==> src/rtl/xe_pkg.sv <==
package xe_pkg;
   localparam int unsigned NUM_EV    = 3;
   localparam int unsigned EV_UP     = 0;
   localparam int unsigned EV_DN     = 1;
   localparam int unsigned EV_DIRTY  = 2;
   localparam int unsigned UP_BIT    = 16;
   localparam int unsigned RQ_LO     = 20;
   localparam int unsigned RQ_HI     = 22;

   typedef enum logic [1:0] {
      SEQ_IDLE,
      SEQ_HOLD,
      SEQ_WAIT,
      SEQ_INIT
   } seq_state_e;

   typedef enum logic [2:0] {
      RQ_128 = 3'd0,
      RQ_256 = 3'd1,
      RQ_512 = 3'd2,
      RQ_1K  = 3'd3,
      RQ_2K  = 3'd4,
      RQ_4K  = 3'd5
   } rq_size_e;
endpackage

==> src/rtl/xe_csr.sv <==
module xe_csr
   import xe_pkg::*;
#(
   parameter int unsigned REG_W      = 32,
   parameter rq_size_e    RQ_DEFAULT = RQ_256
) (
   input  logic              clk,
   input  logic              rst_n,
   input  logic              ctrl_wr_i,
   input  logic [REG_W-1:0]  ctrl_wdata_i,
   output logic [REG_W-1:0]  ctrl_q_o,
   input  logic              stat_wr_i,
   input  logic [REG_W-1:0]  stat_wdata_i,
   output logic [REG_W-1:0]  stat_q_o,
   input  logic [NUM_EV-1:0] ev_raw_i,
   output logic [NUM_EV-1:0] ev_new_o
);
   localparam logic [REG_W-1:0] CTRL_RST =
      (REG_W'({NUM_EV{1'b1}}) << UP_BIT) | (REG_W'(RQ_DEFAULT) << RQ_LO);

   if (REG_W < RQ_HI + 1) begin : g_width_chk
      $error("xe_csr: REG_W too small for the control fields");
   end

   logic [NUM_EV-1:0] en;
   logic [NUM_EV-1:0] clr;
   logic [NUM_EV-1:0] st;
   logic              unused_wdata;

   assign unused_wdata = ^stat_wdata_i;

   always_ff @(posedge clk or negedge rst_n) begin
      if (!rst_n)         ctrl_q_o <= CTRL_RST;
      else if (ctrl_wr_i) ctrl_q_o <= ctrl_wdata_i;
   end

   assign en  = ctrl_q_o[UP_BIT +: NUM_EV];
   assign clr = stat_wr_i ? stat_wdata_i[UP_BIT +: NUM_EV] : '0;

   for (genvar i = 0; i < NUM_EV; i++) begin : g_bit
      logic st_b;
      assign ev_new_o[i] = ev_raw_i[i] & en[i];
      always_ff @(posedge clk or negedge rst_n) begin
         if (!rst_n) st_b <= 1'b0;
         else        st_b <= (st_b & ~clr[i]) | ev_new_o[i];
      end
      assign st[i] = st_b;

      // an enabled event is latched
      p_set_r1: assert property (@(posedge clk) disable iff (!rst_n)
         ev_new_o[i] |=> st_b);
      // a cleared bit without a new event drops
      p_w1c_r4: assert property (@(posedge clk) disable iff (!rst_n)
         (clr[i] && !ev_new_o[i]) |=> !st_b);
   end

   always_comb begin
      stat_q_o = '0;
      stat_q_o[UP_BIT +: NUM_EV] = st;
   end
endmodule

==> src/rtl/xe_rst_seq.sv <==
module xe_rst_seq
   import xe_pkg::*;
#(
   parameter int unsigned HOLD_MS = 10,
   parameter int unsigned WAIT_MS = 10
) (
   input  logic clk,
   input  logic rst_n,
   input  logic link_rst_i,
   input  logic ms_tick_i,
   output logic eng_rst_o,
   output logic reinit_o,
   output logic busy_o
);
   localparam int unsigned MAXV = (HOLD_MS > WAIT_MS) ? HOLD_MS : WAIT_MS;
   localparam int unsigned CW   = $clog2(MAXV + 1);
   localparam logic [CW-1:0] HOLD_LAST = CW'(HOLD_MS - 1);
   localparam logic [CW-1:0] WAIT_LAST = CW'(WAIT_MS - 1);

   if (HOLD_MS < 1 || WAIT_MS < 1) begin : g_par_chk
      $error("xe_rst_seq: HOLD_MS and WAIT_MS must be at least 1");
   end

   seq_state_e      state;
   logic [CW-1:0]   cnt;

   always_ff @(posedge clk or negedge rst_n) begin
      if (!rst_n) begin
         state <= SEQ_IDLE;
         cnt   <= '0;
      end else begin
         unique case (state)
            SEQ_IDLE: if (link_rst_i) begin
               state <= SEQ_HOLD;
               cnt   <= '0;
            end
            SEQ_HOLD: if (ms_tick_i) begin
               if (cnt == HOLD_LAST) begin
                  state <= SEQ_WAIT;
                  cnt   <= '0;
               end else begin
                  cnt <= cnt + 1'b1;
               end
            end
            SEQ_WAIT: if (ms_tick_i) begin
               if (cnt == WAIT_LAST) begin
                  state <= SEQ_INIT;
                  cnt   <= '0;
               end else begin
                  cnt <= cnt + 1'b1;
               end
            end
            SEQ_INIT: state <= SEQ_IDLE;
            default:  state <= SEQ_IDLE;
         endcase
      end
   end

   assign eng_rst_o = (state == SEQ_HOLD);
   assign reinit_o  = (state == SEQ_INIT);
   assign busy_o    = (state != SEQ_IDLE);

   // link reset from idle asserts the engine reset next cycle
   p_enter_r5: assert property (@(posedge clk) disable iff (!rst_n)
      (!busy_o && link_rst_i) |=> eng_rst_o);
   // a link reset during the wait phase does not restart the sequence
   p_ignore_r5: assert property (@(posedge clk) disable iff (!rst_n)
      ((state == SEQ_WAIT) && link_rst_i && !ms_tick_i) |=> (state == SEQ_WAIT));
   // reset is held while no tick arrives
   p_hold_r6: assert property (@(posedge clk) disable iff (!rst_n)
      (eng_rst_o && !ms_tick_i) |=> eng_rst_o);
   // the reinit pulse comes only out of the wait phase and lasts one cycle
   p_reinit_r6: assert property (@(posedge clk) disable iff (!rst_n)
      reinit_o |=> !reinit_o);
endmodule

==> src/rtl/xe_track.sv <==
module xe_track
   import xe_pkg::*;
(
   input  logic              clk,
   input  logic              rst_n,
   input  logic              start_i,
   input  logic              start_up_i,
   input  logic [NUM_EV-1:0] ev_new_i,
   input  logic              busy_i,
   input  logic              recover_i,
   output logic              done_o,
   output logic              err_o
);
   logic act_q;
   logic up_q;
   logic dirty;
   logic match;

   assign dirty = ev_new_i[EV_DIRTY];
   assign match = up_q ? ev_new_i[EV_UP] : ev_new_i[EV_DN];

   always_ff @(posedge clk or negedge rst_n) begin
      if (!rst_n) begin
         act_q  <= 1'b0;
         up_q   <= 1'b0;
         done_o <= 1'b0;
         err_o  <= 1'b0;
      end else begin
         done_o <= 1'b0;
         err_o  <= 1'b0;
         if (recover_i) begin
            if (act_q || start_i) begin
               done_o <= 1'b1;
               err_o  <= 1'b1;
               act_q  <= 1'b0;
            end
         end else if (act_q) begin
            if (!busy_i && (dirty || match)) begin
               done_o <= 1'b1;
               err_o  <= dirty;
               act_q  <= 1'b0;
            end
         end else if (start_i) begin
            act_q <= 1'b1;
            up_q  <= start_up_i;
         end
      end
   end

   // error event overrides completions
   p_dirty_r2: assert property (@(posedge clk) disable iff (!rst_n)
      (act_q && !busy_i && dirty) |=> (done_o && err_o));
   // mismatched completion does not end the transfer
   p_mismatch_r3: assert property (@(posedge clk) disable iff (!rst_n)
      (act_q && !busy_i && !dirty && up_q && !ev_new_i[EV_UP]) |=> !done_o);
   // recovery fails an active transfer
   p_recover_r7: assert property (@(posedge clk) disable iff (!rst_n)
      (recover_i && act_q) |=> (done_o && err_o));
   // done is a single-cycle pulse
   p_pulse_r9: assert property (@(posedge clk) disable iff (!rst_n)
      done_o |=> !done_o);
   // events during the sequence never end a transfer
   p_busy_r7: assert property (@(posedge clk) disable iff (!rst_n)
      (busy_i && !recover_i) |=> !done_o);
endmodule

==> src/rtl/xfer_end_ctl.sv <==
module xfer_end_ctl
   import xe_pkg::*;
#(
   parameter int unsigned REG_W      = 32,
   parameter int unsigned HOLD_MS    = 10,
   parameter int unsigned WAIT_MS    = 10,
   parameter rq_size_e    RQ_DEFAULT = RQ_256
) (
   input  logic             clk,
   input  logic             rst_n,
   input  logic             ctrl_wr_i,
   input  logic [REG_W-1:0] ctrl_wdata_i,
   output logic [REG_W-1:0] ctrl_q_o,
   input  logic             stat_wr_i,
   input  logic [REG_W-1:0] stat_wdata_i,
   output logic [REG_W-1:0] stat_q_o,
   input  logic             ev_up_done_i,
   input  logic             ev_dn_done_i,
   input  logic             ev_dn_dirty_i,
   input  logic             start_i,
   input  logic             start_up_i,
   input  logic             link_rst_i,
   input  logic             ms_tick_i,
   output logic             done_o,
   output logic             done_err_o,
   output logic             eng_rst_o,
   output logic             reinit_o
);
   logic [NUM_EV-1:0] ev_raw;
   logic [NUM_EV-1:0] ev_new;
   logic              seq_busy;
   logic              seq_reinit;

   assign ev_raw[EV_UP]    = ev_up_done_i;
   assign ev_raw[EV_DN]    = ev_dn_done_i;
   assign ev_raw[EV_DIRTY] = ev_dn_dirty_i;

   xe_csr #(.REG_W(REG_W), .RQ_DEFAULT(RQ_DEFAULT)) u_csr (
      .clk          (clk),
      .rst_n        (rst_n),
      .ctrl_wr_i    (ctrl_wr_i),
      .ctrl_wdata_i (ctrl_wdata_i),
      .ctrl_q_o     (ctrl_q_o),
      .stat_wr_i    (stat_wr_i),
      .stat_wdata_i (stat_wdata_i),
      .stat_q_o     (stat_q_o),
      .ev_raw_i     (ev_raw),
      .ev_new_o     (ev_new)
   );

   xe_rst_seq #(.HOLD_MS(HOLD_MS), .WAIT_MS(WAIT_MS)) u_seq (
      .clk        (clk),
      .rst_n      (rst_n),
      .link_rst_i (link_rst_i),
      .ms_tick_i  (ms_tick_i),
      .eng_rst_o  (eng_rst_o),
      .reinit_o   (seq_reinit),
      .busy_o     (seq_busy)
   );

   xe_track u_track (
      .clk        (clk),
      .rst_n      (rst_n),
      .start_i    (start_i),
      .start_up_i (start_up_i),
      .ev_new_i   (ev_new),
      .busy_i     (seq_busy),
      .recover_i  (seq_reinit),
      .done_o     (done_o),
      .err_o      (done_err_o)
   );

   assign reinit_o = seq_reinit;

   // control word comes out of reset with its default value
   p_ctrl_rst_r8: assert property (@(posedge clk)
      $rose(rst_n) |-> (ctrl_q_o[RQ_HI:RQ_LO] == 3'(RQ_DEFAULT)));
endmodule

==> config.mk <==
export PLATFORM = sky130hd
export DESIGN_NAME = xfer_end_ctl
export DESIGN_NICKNAME = d
export VERILOG_FILES = /design/src/rtl/xe_pkg.sv /design/src/rtl/xe_csr.sv /design/src/rtl/xe_rst_seq.sv /design/src/rtl/xe_track.sv /design/src/rtl/xfer_end_ctl.sv
export SDC_FILE = /design/constraint.sdc
export NUM_CORES = 1
export LEC_CHECK = 0
export BUFFER_PORTS_ARGS = -buffer_cell sky130_fd_sc_hd__clkbuf_2
export CORE_MARGIN = 5
export CORE_UTILIZATION = 40
export DETAILED_ROUTE_END_ITERATION = 8
export PLACE_DENSITY_LB_ADDON = 0.15
export SETUP_SLACK_MARGIN = 0.2
export SLEW_MARGIN = 25
export SYNTH_ARGS = -nofsm -noshare
export SYNTH_HDL_FRONTEND = slang
export SYNTH_SLANG_ARGS = --single-unit
==> constraint.sdc <==
create_clock -name clk -period 3 [get_ports clk]
set_clock_uncertainty 0.15 [all_clocks]
set_input_delay 0.6 -clock clk [delete_from_list [all_inputs] [get_ports clk]]
set_output_delay 0.6 -clock clk [all_outputs]
set_load 0.02 [all_outputs]
==> results.yml <==
run:
  maxCapViolCount: 0
synthesis:
  avgSynthCellArea_um2: 12.7
  synth.top_cell.area_share: 0.473
  synth_cells: 171
  synth_area_um2: 2170
  synth_edf_count: 0
  synth.largest_area_cell: "dfrtp_1"
  synth_cell_types: 31
  synth_commonest_cells: "41 x dfrtp_1, 32 x buf_4, 27 x mux2_2"
  synthArstFlopShare: 1.00
  ys_ff_latch: 45
  ys_warn_count: 0
  yosysSeqAreaShare: 0.522
  ys.flop_type: "dfrtp_1"
  yosysMostFrequentCell: "dfrtp_1"
  synth_area_leaders: "dfrtp_1 47%, mux2_2 14%, buf_4 11%"
cts:
  cts_root_buf: "clkbuf_8"
  cts_max_level: 2
  cts.reportedPaths.clkPinSlew_ps: 80
  cts_buffers: 5
  clock_latency_ps: 290
  post_cts_buffers: 0
  cts_sinks: 45
  cts.path.max_buffers: 2
  cts_hold_buf: 0
  ctsResizeCount: 0
  tritoncts: "yes"
worst_hold_path:
  holdCritPathClass: "input pin to async pin"
drt:
  wl_per_cell_um: 13.0
  via_per_inst: 4.32
  wl_um: 4250
  vias: 1409
  ant_nets: 0
  drc: 0
  drtIter0Drc: 47
  firstDrtPassIters: 4
global_route:
  grt_pass1_vias: 1391
  grt_max_degree: 46
  overflow: 0
  antenna_found_initial: 0
  grt_util_all_layers: 0.125
  grt_pass1_wl_um: 7120
cells_and_area:
  syn_to_final_growth_pct: 20.9
  fillers: 511
  post_route_cells_drive_above_1_share: 0.512
  finalNetCount: 338
  finalNonFillerCells: 326
  diodes: 0
  seqCellArea_um2: 1130
  fin_util: 0.507
  multiInputGateArea_um2: 867
power_and_ir_drop:
  power.leakage_nw: 1.37
  peakVddDrop_mv: 0.433
  p_per_area_nw_per_um2: 710
placed_design:
  gp_congestion: 0.743
  place_hpwl_um: 3370
  dp_cells: 318
  numPortBuffers: 84
setup_path:
  reg2regPathDepth: 6
  path_class: "register to output pin"
  critPathLaunchType: "register"
  crit_fanout: 6
  regToRegSetupSlack_ps: 1140
  rr_endpoint: "u_seq.cnt[3]$_DFFE_PN0P_"
  r2r_start: "u_seq.state[1]$_DFFE_PN0P_"
  critPathRequiredTime_ps: 2250
  crit_path_end_kind: "output pin"
  cp.arrival_ps: 1260
timing:
  fin_crit_ps: 2010
  worst_pin_slew_ps: 781
  hold_viol: 0
  slew_viol_final: 0
  setup_viol: 0
  tns_ps: 0
  slew_headroom: 0.479
  timing.fmax_mhz: 498
  rsz0062_at_grt: "false"
  fin_crit_sh: 0.670
die:
  die_x_um: 83.6
  ios: 143
  rows: 26
  die-area_um2: 6990
  chipHeight_um: 83.6
  core_um2: 5170
  start_util: 0.419
run_status:
  outcome: "finished clean"
-- metal layers --
metal,GRT usage,part of all wire,vias to the layer above
li1,-,-,682
met1,0.162,0.43,669
met2,0.197,0.48,52
met3,0.0474,0.079,6
met4,0.0307,0.010,0
met5,0,0,-
-- power by group --
group / switching, mW / internal, mW / total, mW
sequential: 0.0780 / 0.720 / 0.798
clock: 0.196 / 0.187 / 0.384
combinational: 0.378 / 0.301 / 0.679
-- worst max-delay path: stages (launching register included) --
cell	delay (ps)
dfrtp_1	430
ha_1	330
clkbuf_2	220
-- sequential cells by signal, summed over array words and instances, names as in the netlist --
register / cells
u_csr.ctrl_q_o: 32
u_csr.g_bit.st_b: 3
u_seq.cnt: 4
u_seq.state: 2
u_track.act_q: 1
u_track.done_o: 1
u_track.err_o: 1
u_track.up_q: 1
-- cell families (layout without fill, tap and decap cells) --
kind of cell    after synthesis  count (layout)  share of synthesized area
compound gates               15              15                     0.0439
fa+ha+maj                     8               8                     0.0462
buf+inv                      40              97                      0.127
flops                        45              45                      0.522
mux                          35              35                      0.183
other cells                   1              29                    0.00173
simple gates                 27              27                     0.0768
-- cell usage in the layout (no fill, tap or decap), types with 4 or more instances in the layout --
master,n
clkbuf_8,6
mux2_1,6
dfstp_2,4
nand2_1,12
conb_1,29
dfrtp_1,41
mux2_2,27
ha_1,8
clkbuf_2,84
nor2_1,4
inv_1,4
-- metrics by stage --
step                      area, um2  hold WS (ps)  power (mW)  setup slack (ps)
after CTS                      2620           242        1.89               973
final                          2620           231        1.86               990
after global routing           2620           280        2.00               912
after global placement         2530           311        1.49              1070
after detailed placement       2530           320        1.50              1090
after floorplan                2270           154        1.34              1270
-- how the worst max path moves through the flow --
stage | from | endpoint | slack, ps | depth (start not counted)
2_1_floorplan | u_seq.state[0]$_DFFE_PN0P_ | u_seq.cnt[3]$_DFFE_PN0P_ | 1270 | 6
3_3_place_gp | ctrl_wr_i | u_csr.ctrl_q_o[24]$_DFFE_PN0P_ | 1070 | 2
3_5_place_dp | ctrl_wr_i | u_csr.ctrl_q_o[15]$_DFFE_PN0P_ | 1090 | 2
4_1_cts | u_seq.state[1]$_DFFE_PN0P_ | reinit_o | 970 | 2
5_1_grt | u_seq.state[1]$_DFFE_PN0P_ | reinit_o | 910 | 2
6_report | u_seq.state[1]$_DFFE_PN0P_ | reinit_o | 990 | 2
-- cell type report --
cell class              instances  area share
well taps                      70      0.0334
multi-input cells             114       0.331
clock inverters                 1     0.00286
repair buffers                 85       0.163
clock buffers                   7      0.0329
flip-flops and latches         45       0.431
inverters                       4     0.00573
No activity file was read; power rests on OpenSTA's default activity.
